`src/rtl/xcvr_pkg.sv`:
```
package xcvr_pkg;
    localparam int XCVR_WIDTH = 18;

    typedef enum logic {
        S_HOLD = 1'b0,
        S_PASS = 1'b1
    } lane_state_e;
endpackage

```
`src/rtl/xcvr_lane.sv`:
```
module xcvr_lane
    import xcvr_pkg::*;
#(
    parameter int W = XCVR_WIDTH
) (
    input  logic         clk,
    input  logic         rst_n,
    input  logic         pass_i,
    input  logic         cap_i,
    input  logic [W-1:0] d_i,
    output logic [W-1:0] q_o
);
    lane_state_e  state, state_nx;
    logic [W-1:0] store;
    logic         cap_q;
    logic         cap_rise;
    logic         load;

    // state register
    always_ff @(posedge clk or negedge rst_n) begin
        if (!rst_n) begin
            state <= S_HOLD;
        end else begin
            state <= state_nx;
        end
    end

    // storage and strobe history; history resets high
    always_ff @(posedge clk or negedge rst_n) begin
        if (!rst_n) begin
            store <= '0;
            cap_q <= 1'b1;
        end else begin
            cap_q <= cap_i;
            if (load) begin
                store <= d_i;
            end
        end
    end

    // next state and outputs
    always_comb begin
        state_nx = state;
        cap_rise = cap_i & ~cap_q;
        unique case (state)
            S_PASS: begin
                if (!pass_i) state_nx = S_HOLD;
            end
            S_HOLD: begin
                if (pass_i) state_nx = S_PASS;
            end
        endcase
        load = pass_i | cap_rise;
        q_o  = pass_i ? d_i : store;
    end

    // no rise possible and lane holding -> output unchanged next cycle
    a_r3_hold_stable: assert property (@(posedge clk) disable iff (!rst_n)
        (!pass_i && !cap_i) |=> (pass_i || q_o == $past(q_o)));

    // a detected rise while holding loads the sampled input
    a_r4_capture: assert property (@(posedge clk) disable iff (!rst_n)
        (!pass_i && cap_i && !cap_q) |=> (pass_i || q_o == $past(d_i)));

    // leaving transparency keeps the last tracked word
    a_r5_fall_keeps: assert property (@(posedge clk) disable iff (!rst_n)
        (state == S_PASS && !pass_i) |-> (q_o == $past(d_i)));
endmodule

```
`src/rtl/xcvr_drive.sv`:
```
module xcvr_drive #(
    parameter int W = 18
) (
    input  logic         en_i,
    input  logic [W-1:0] d_i,
    output logic [W-1:0] q_o,
    output logic         drv_o
);
    always_comb begin
        drv_o = en_i;
        q_o   = en_i ? d_i : '0;
    end
endmodule

```
`src/rtl/bidir_latch_xcvr.sv`:
```
module bidir_latch_xcvr
    import xcvr_pkg::*;
#(
    parameter int W = XCVR_WIDTH
) (
    input  logic         clk,
    input  logic         rst_n,
    input  logic [W-1:0] a_in,
    output logic [W-1:0] a_out,
    output logic         a_drv,
    input  logic [W-1:0] b_in,
    output logic [W-1:0] b_out,
    output logic         b_drv,
    input  logic         oe_ab,
    input  logic         oe_ba_n,
    input  logic         pass_ab,
    input  logic         pass_ba,
    input  logic         cap_ab,
    input  logic         cap_ba
);
    logic [W-1:0] lane_ab_q;
    logic [W-1:0] lane_ba_q;
    logic         oe_ba;

    assign oe_ba = ~oe_ba_n;

    xcvr_lane #(.W(W)) u_lane_ab (
        .clk    (clk),
        .rst_n  (rst_n),
        .pass_i (pass_ab),
        .cap_i  (cap_ab),
        .d_i    (a_in),
        .q_o    (lane_ab_q)
    );

    xcvr_lane #(.W(W)) u_lane_ba (
        .clk    (clk),
        .rst_n  (rst_n),
        .pass_i (pass_ba),
        .cap_i  (cap_ba),
        .d_i    (b_in),
        .q_o    (lane_ba_q)
    );

    xcvr_drive #(.W(W)) u_drive_b (
        .en_i  (oe_ab),
        .d_i   (lane_ab_q),
        .q_o   (b_out),
        .drv_o (b_drv)
    );

    xcvr_drive #(.W(W)) u_drive_a (
        .en_i  (oe_ba),
        .d_i   (lane_ba_q),
        .q_o   (a_out),
        .drv_o (a_drv)
    );

    // transparent and enabled -> B side shows A input
    a_r2_pass_through: assert property (@(posedge clk) disable iff (!rst_n)
        (oe_ab && pass_ab) |-> (b_out == a_in && b_drv));

    // B side floats when its enable is low
    a_r7_b_float: assert property (@(posedge clk) disable iff (!rst_n)
        !oe_ab |-> (!b_drv && b_out == '0));

    // A side floats when its active-low enable is high
    a_r8_a_float: assert property (@(posedge clk) disable iff (!rst_n)
        oe_ba_n |-> (!a_drv && a_out == '0));

    // reverse lane transparent and enabled -> A side shows B input
    a_r10_rev_pass: assert property (@(posedge clk) disable iff (!rst_n)
        (!oe_ba_n && pass_ba) |-> (a_out == b_in && a_drv));
endmodule

```
`config.mk`:
```
export PLATFORM = sky130hd
export DESIGN_NAME = bidir_latch_xcvr
export DESIGN_NICKNAME = d
export VERILOG_FILES = /design/src/rtl/xcvr_pkg.sv /design/src/rtl/xcvr_lane.sv /design/src/rtl/xcvr_drive.sv /design/src/rtl/bidir_latch_xcvr.sv
export SDC_FILE = /design/constraint.sdc
export NUM_CORES = 1
export LEC_CHECK = 0
export BUFFER_PORTS_ARGS = -buffer_cell sky130_fd_sc_hd__buf_2
export CAP_MARGIN = 20
export CORE_MARGIN = 2
export CORE_UTILIZATION = 44
export DETAILED_ROUTE_END_ITERATION = 16
export HOLD_SLACK_MARGIN = 0.1
export PLACE_DENSITY_LB_ADDON = 0.12
export SYNTH_ARGS = -nofsm -noshare
export SYNTH_HDL_FRONTEND = slang
export SYNTH_SLANG_ARGS = --single-unit
```
`constraint.sdc`:
```
create_clock -name clk -period 1.5 [get_ports clk]
set_clock_uncertainty 0.05 [all_clocks]
set_input_delay 0.075 -clock clk [delete_from_list [all_inputs] [get_ports clk]]
set_output_delay 0.075 -clock clk [all_outputs]
set_load 0.005 [all_outputs]
```
==> metrics.md, run 1 <==
| Metric | Value |
|---|---|
| Htree depth | 2 |
| Port Buffer Count | 81 |
| Max Root-Sink Buffers | 2 |
| CP Launch Point | u_lane_ba.cap_q$_DFF_PN1_ |
| Largest net degree at the start of global routing | 39 |
| CP Max Fanout | 18 |
| Cell count after synthesis | 161 |
| Final setup vio count | 0 |
| Share of cells above drive strength 1 | 47.4% |
| Layout area overhead | 44.8% |
| Die Height | 73.3 um |
| Clock latency on the worst-skew pair | 0.28 ns |
| WL final | 4530 um |
| Pre-antenna DRT Iters | 4 |
| WP data arrival | 1.55 ns |
| Die footprint | 5380 um^2 |
| Final Wtd Congestion | 0.675 |
| NumNets Final | 328 |
| Vias | 1620 |
| Yosys warns | 0 |
| DR vias/cell | 4.78 |
| P per Cell Area | 848 nW/um^2 |
| IO Pins | 82 |
| Post-synthesis cell type count | 14 |
| Crit end category | flop |
| Clock-pin slew on the worst setup and hold paths | 0.07 ns |
| Status | finished clean |
| VDD IR-drop max | 0.000535 V |
| Total gr overflow | 0 |
| DRC errors left | 0 |
| Num CTS Buffers | 5 |
| Hold Worst Slack | 0.316 ns |
| Setup WS pre-CTS | 0.0692 ns |
| #FFs+latches synth | 38 |
| Top achievable clock speed | 0.700 GHz |
| Layout fillers | 364 |
| Final worst slack | 0.0706 ns |
| Die Span X | 73.3 um |
| Leakage | 1.58 nW |
| Maxcap violations | 0 |
| Sequential-to-total area share from yosys stat | 45.1% |
| Storage element area | 953 um^2 |
| N_diodes | 0 |
| Final period utilization | 95.3% |
| Worst hold path class | in -> async |
| WS Path Type | reg -> reg |
| Vias in the first global route | 1615 |
| First-pass GRT wire length | 7010 um |
| Tot Pwr | 2.60 mW |
| Mapped Area | 2110 um^2 |
| Area of the multi-input gates | 1050 um^2 |
| Final Max Slew Viols | 0 |
| Unrepaired setup endpoints after global routing | no |
| Wire per inst | 13.4 um |
| Worst EP required | 1.62 ns |
| Initial antenna violation count | 0 |
| Final hold vios | 0 |
| Total track usage | 17.2% |
| CTS root buf | clkbuf_8 |
| CTS tree | yes |
| Critical Path Start Type | flop |
| Placed cell count | 292 |
| Total negative slack | 0 ns |
| Min Tclk post-route | 1.43 ns |
| Row count | 25 |
| R2r startpoint | u_lane_ba.cap_q$_DFF_PN1_ |
| Normalized max-slew margin | 68.3% |
| Initial Utilization | 45.1% |
| Average size of a mapped cell | 13.1 um^2 |
| Gates resized, CTS repair | 0 |
| Placed wire-length estimate | 2870 um |
| Core ar. | 4690 um^2 |
| Remaining antenna violation count | 0 |
| Initial DRC count | 35 |
| # clock sinks | 38 |
| Post-Layout Cell Count | 339 |
| Mapped Nets | 205 |
| Worst-Margin Slew | 0.475 ns |
-- repair_timing --
action	CTS	global route
buffers inserted	0	0
hold buffers	39	0
hold endpoints to repair	74	0
-- critical path: stages, from the launching register on --
cell and delay, ns:
dfstp_2 0.52, inv_1 0.05, a21oi_4 0.16, buf_12 0.18, mux2_2 0.35
-- power by group --
part           total [mW]  internal, mW  switching (mW)
Combinational       0.617         0.376           0.241
Clock               0.802         0.464           0.338
Sequential           1.18          1.13          0.0502
-- cell type report --
class                           instances  area share (%)
Inverter                                3           0.368
Timing Repair Buffer                  126            28.3
Sequential cell                        38            31.1
Multi-Input combinational cell        110            34.4
Tap cell                               54            2.21
Clock buffer                            8            3.60
-- routing by layer --
| metal | up-vias | track usage (%) | routed length [um] |
|---|---|---|---|
| met4 | 0 | 6.67 | 40 |
| met3 | 5 | 4.12 | 279 |
| met1 | 763 | 19.6 | 1900 |
| met5 | - | 0 | 0 |
| li1 | 795 | - | - |
| met2 | 57 | 30.9 | 2310 |
-- flip-flops by register name, summed over array words and instances, names as in the netlist --
signal           cells
u_lane_ab.store     18
u_lane_ba.cap_q      1
u_lane_ba.store     18
u_lane_ab.cap_q      1
-- placed cells by master, fill, tap and decap left out --
master / Yosys / layout
a21oi_4: 2 / 2
buf_12: 2 / 2
buf_2: 0 / 81
buf_4: 3 / 4
clkbuf_8: 0 / 8
dfrtp_1: 36 / 36
dfstp_2: 2 / 2
dlygate4sd3_1: 0 / 39
inv_1: 3 / 3
mux2_2: 16 / 16
mux2_4: 20 / 20
mux2i_1: 36 / 36
nor2_1: 18 / 18
nor2b_1: 18 / 18
-- cells in the mapped netlist --
master	n	share of area (%)
buf_12	2	1.9
mux2_2	16	8.5
nor2_1	18	3.2
a21oi_4	2	1.5
dfrtp_1	36	43
nor2b_1	18	5.3
mux2_4	20	14
buf_6	2	1.1
clkbuf_1	2	0.36
mux2i_1	36	17
buf_4	3	1.1
buf_1	1	0.18
dfstp_2	2	2.5
inv_1	3	0.53
-- metrics by stage --
stage	util, %	area [um^2]
floorplan	-	2110
global placement	54.6	2560
detailed placement	54.6	2560
CTS	65.3	3060
global route	65.3	3060
finish	65.3	3060
-- kinds of logic after synthesis --
| group | count (synthesis) | synth area share, % |
|---|---|---|
| DFF | 38 | 45.1 |
| muxes | 72 | 39.8 |
| AOI/OAI and AO/OA | 2 | 1.54 |
| and+or+nand+nor | 36 | 8.52 |
| buffers and inverters | 13 | 5.09 |
-- worst paths after layout --
kind | endpoint | slack (ns) | cells past startpoint
worst min-delay path | u_lane_ba.store[7]$_DFFE_PN0P_ | 0.32 | 3
worst max-delay path | u_lane_ba.store[6]$_DFFE_PN0P_ | 0.07 | 4
worst max register to register | u_lane_ba.store[6]$_DFFE_PN0P_ | 0.07 | 4
min in group clk | u_lane_ba.store[10]$_DFFE_PN0P_ | 0.36 | 4
worst min register to register | u_lane_ab.store[12]$_DFFE_PN0P_ | 0.46 | 1
max in group asynchronous | u_lane_ab.cap_q$_DFF_PN1_ | 0.72 | 3
Note: power is estimated with default switching activity, not from simulation.
==> inputs of run 2 (changes only) <==
--- a/config.mk
+++ b/config.mk
@@ -8,7 +8,7 @@
 export BUFFER_PORTS_ARGS = -buffer_cell sky130_fd_sc_hd__buf_2
 export CAP_MARGIN = 20
 export CORE_MARGIN = 2
-export CORE_UTILIZATION = 44
+export CORE_UTILIZATION = 25
 export DETAILED_ROUTE_END_ITERATION = 16
 export HOLD_SLACK_MARGIN = 0.1
 export PLACE_DENSITY_LB_ADDON = 0.12
==> constraint.sdc (replaced) <==
create_clock -name clk -period 1.65 [get_ports clk]
set_clock_uncertainty 0.05 [all_clocks]
set_input_delay 0.0825 -clock clk [delete_from_list [all_inputs] [get_ports clk]]
set_output_delay 0.0825 -clock clk [all_outputs]
set_load 0.005 [all_outputs]
==> run 2 against run 1 <==
  * Critical path depth did not move
  * Core utilization fell by 27 points
  * Cell area up 1.9%
  * Sequential share of layout area is 0.59 points lower
  * Clock-buffer cell count shrank 2
  * Sequential power is 9% lower
  * First-iteration DRC count increased by 97%
  * Non-clock buffer count is 3 higher
  * Global-route usage shrank 6.1 points
  * Clock power decreased by 15%
  * Final cell count rose by 16%
  * Hold slack got worse by 0.028 ns
  * Largest power group unchanged
==> metrics.md, run 2 (synthesis gave the netlist of run 1 again) <==
| Metric | Value |
|---|---|
| Die Height | 96.0 um (+31%) |
| Placed cell count | 346 (+18%) |
| Htree depth | 2 (unchanged) |
| Die footprint | 9210 um^2 (+71%) |
| Normalized max-slew margin | 58.0% (-10 points) |
| Post-CTS Setup Bufs | 0 (unchanged) |
| Maxcap violations | 0 (unchanged) |
| Pre-antenna DRT Iters | 3 (-1) |
| Clock-pin slew on the worst setup and hold paths | 0.08 ns (about the same) |
| Initial antenna violation count | 0 (unchanged) |
| CP peak stage delay | 0.52 ns (about the same) |
| P per Cell Area | 741 nW/um^2 (-13%) |
| Largest net degree at the start of global routing | 28 (-28%) |
| DRC errors left | 0 (unchanged) |
| Total gr overflow | 0 (unchanged) |
| CP Max Fanout | 5 (-13) |
| WP data arrival | 1.60 ns (+0.05 ns) |
| Top achievable clock speed | 0.681 GHz (-2.6%) |
| Initial DRC count | 69 (+97%) |
| NumNets Final | 331 (+0.91%) |
| Final period utilization | 88.9% (-6.3 points) |
| # clock sinks | 38 (unchanged) |
| Wire per inst | 12.6 um (-5.4%) |
| N_diodes | 0 (unchanged) |
| DP Area | 2640 um^2 (+2.9%) |
| Gates resized, CTS repair | 0 (unchanged) |
| Vias in the first global route | 1658 (+2.7%) |
| Commonest cells after routing, fill and taps aside | 81 x buf_2, 39 x dlygate4sd3_1, 36 x mux2i_1, 36 x dfrtp_1, 20 x mux2_4 |
| Unrepaired setup endpoints after global routing | no |
| Final setup vio count | 0 (unchanged) |
| Worst reg-to-reg setup slack | 0.18 ns (+0.11 ns) |
| WS Path Type | reg -> reg |
| Worst-Margin Slew | 0.630 ns (+0.155 ns) |
| Port Buffer Count | 81 (unchanged) |
| Most common cell after layout, fill and taps aside | buf_2 |
| Vias | 1607 (-0.80%) |
| Total negative slack | 0 ns (unchanged) |
| Layout area overhead | 47.6% |
| Critical Path Start Type | flop |
| Clock latency on the worst-skew pair | 0.29 ns (about the same) |
| Final Max Slew Viols | 0 (unchanged) |
| Core ar. | 8220 um^2 (+75%) |
| Biggest regs | u_lane_ab.store x18, u_lane_ba.store x18 |
| Worst hold path class | in -> async |
| Worst-path cell chain | inv_1 > a21oi_4 > buf_4 > mux2_2 |
| Row count | 33 (+32%) |
| Post-Layout Cell Count | 393 (+16%) |
| Final Wtd Congestion | 0.659 (-2.4%) |
| Status | finished clean |
| VDD IR-drop max | 0.000275 V (-49%) |
| Remaining antenna violation count | 0 (unchanged) |
| DR vias/cell | 4.09 (-14%) |
| Die Span X | 96.0 um (+31%) |
| Share of cells above drive strength 1 | 47.9% (+0.55 points) |
| Crit end category | flop |
| Num CTS Buffers | 5 (unchanged) |
| First-pass GRT wire length | 7930 um (+13%) |
| Post-Layout Inst Area | 3120 um^2 (+1.9%) |
| CTS tree | yes |
| IO Pins | 82 (unchanged) |
| Max Root-Sink Buffers | 2 (unchanged) |
| CTS root buf | clkbuf_8 |
| Min Tclk post-route | 1.47 ns (+0.0382 ns) |
| Placed wire-length estimate | 3570 um (+24%) |
| Slowest stage cell, crit path | dfstp_2 |
| Final core occ | 38.0% (-27 points) |
| Worst EP required | 1.78 ns (+0.16 ns) |
| Final hold vios | 0 (unchanged) |
| Total track usage | 11.1% (-6.1 points) |
| Leakage | 1.58 nW (about the same) |
| WL final | 4970 um (+9.7%) |
| Initial Utilization | 25.7% (-19 points) |
| Cts hold-fix bufs | 39 (unchanged) |
| Tot Pwr | 2.31 mW (-11%) |
run 2: power by group:
part	switching, mW	total [mW]	internal [mW]	leakage [nW]
clock	0.341	0.678	0.336	0.0472
combinational	0.221	0.564	0.343	1.09
sequential	0.0452	1.07	1.02	0.441
run 2: cell type report:
| cell class | count | area [um^2] |
|---|---|---|
| Clock buffer | 6 | 82.6 |
| Clock inverter | 2 | 12.5 |
| Fill cell | 826 | 5100 |
| Inverter | 3 | 11.3 |
| Multi-Input combinational cell | 110 | 1050 |
| Sequential cell | 38 | 953 |
| Tap cell | 105 | 131 |
| Timing Repair Buffer | 129 | 876 |
run 2: final timing paths:
| check | from | end | depth (start not counted) |
|---|---|---|---|
| setup / recovery | u_lane_ba.cap_q$_DFF_PN1_ | u_lane_ba.store[3]$_DFFE_PN0P_ | 4 |
| hold / removal | rst_n | u_lane_ba.store[4]$_DFFE_PN0P_ | 2 |
| setup reg to reg | u_lane_ba.cap_q$_DFF_PN1_ | u_lane_ba.store[3]$_DFFE_PN0P_ | 4 |
| hold reg to reg | u_lane_ba.store[5]$_DFFE_PN0P_ | u_lane_ba.store[5]$_DFFE_PN0P_ | 1 |
| max in group asynchronous | rst_n | u_lane_ab.store[5]$_DFFE_PN0P_ | 3 |
| min in group clk | pass_ba | u_lane_ba.store[0]$_DFFE_PN0P_ | 3 |
run 2: per-stage QoR:
stage / hold slack (ns) / worst slack [ns]
after CTS: 0.317 / 0.164
after floorplan: -0.263 / 0.179
final: 0.288 / 0.182
after global routing: 0.356 / 0.108
after global placement: 0.108 / 0.201
after detailed placement: 0.104 / 0.185
run 2: worst max-delay path, delay by kind of cell (launching register included):
family                 cells  cell delay (ns)
buffers and inverters      2             0.24
AOI/OAI and AO/OA          1             0.22
DFF                        1             0.52
muxes                      1             0.33
run 2: layer usage:
metal	routed length, um	vias up	GRT usage [%]
met5	0	-	0
met4	55	0	4.05
met3	283	7	2.82
met2	2230	53	18.2
met1	2400	745	14.2
li1	-	802	-
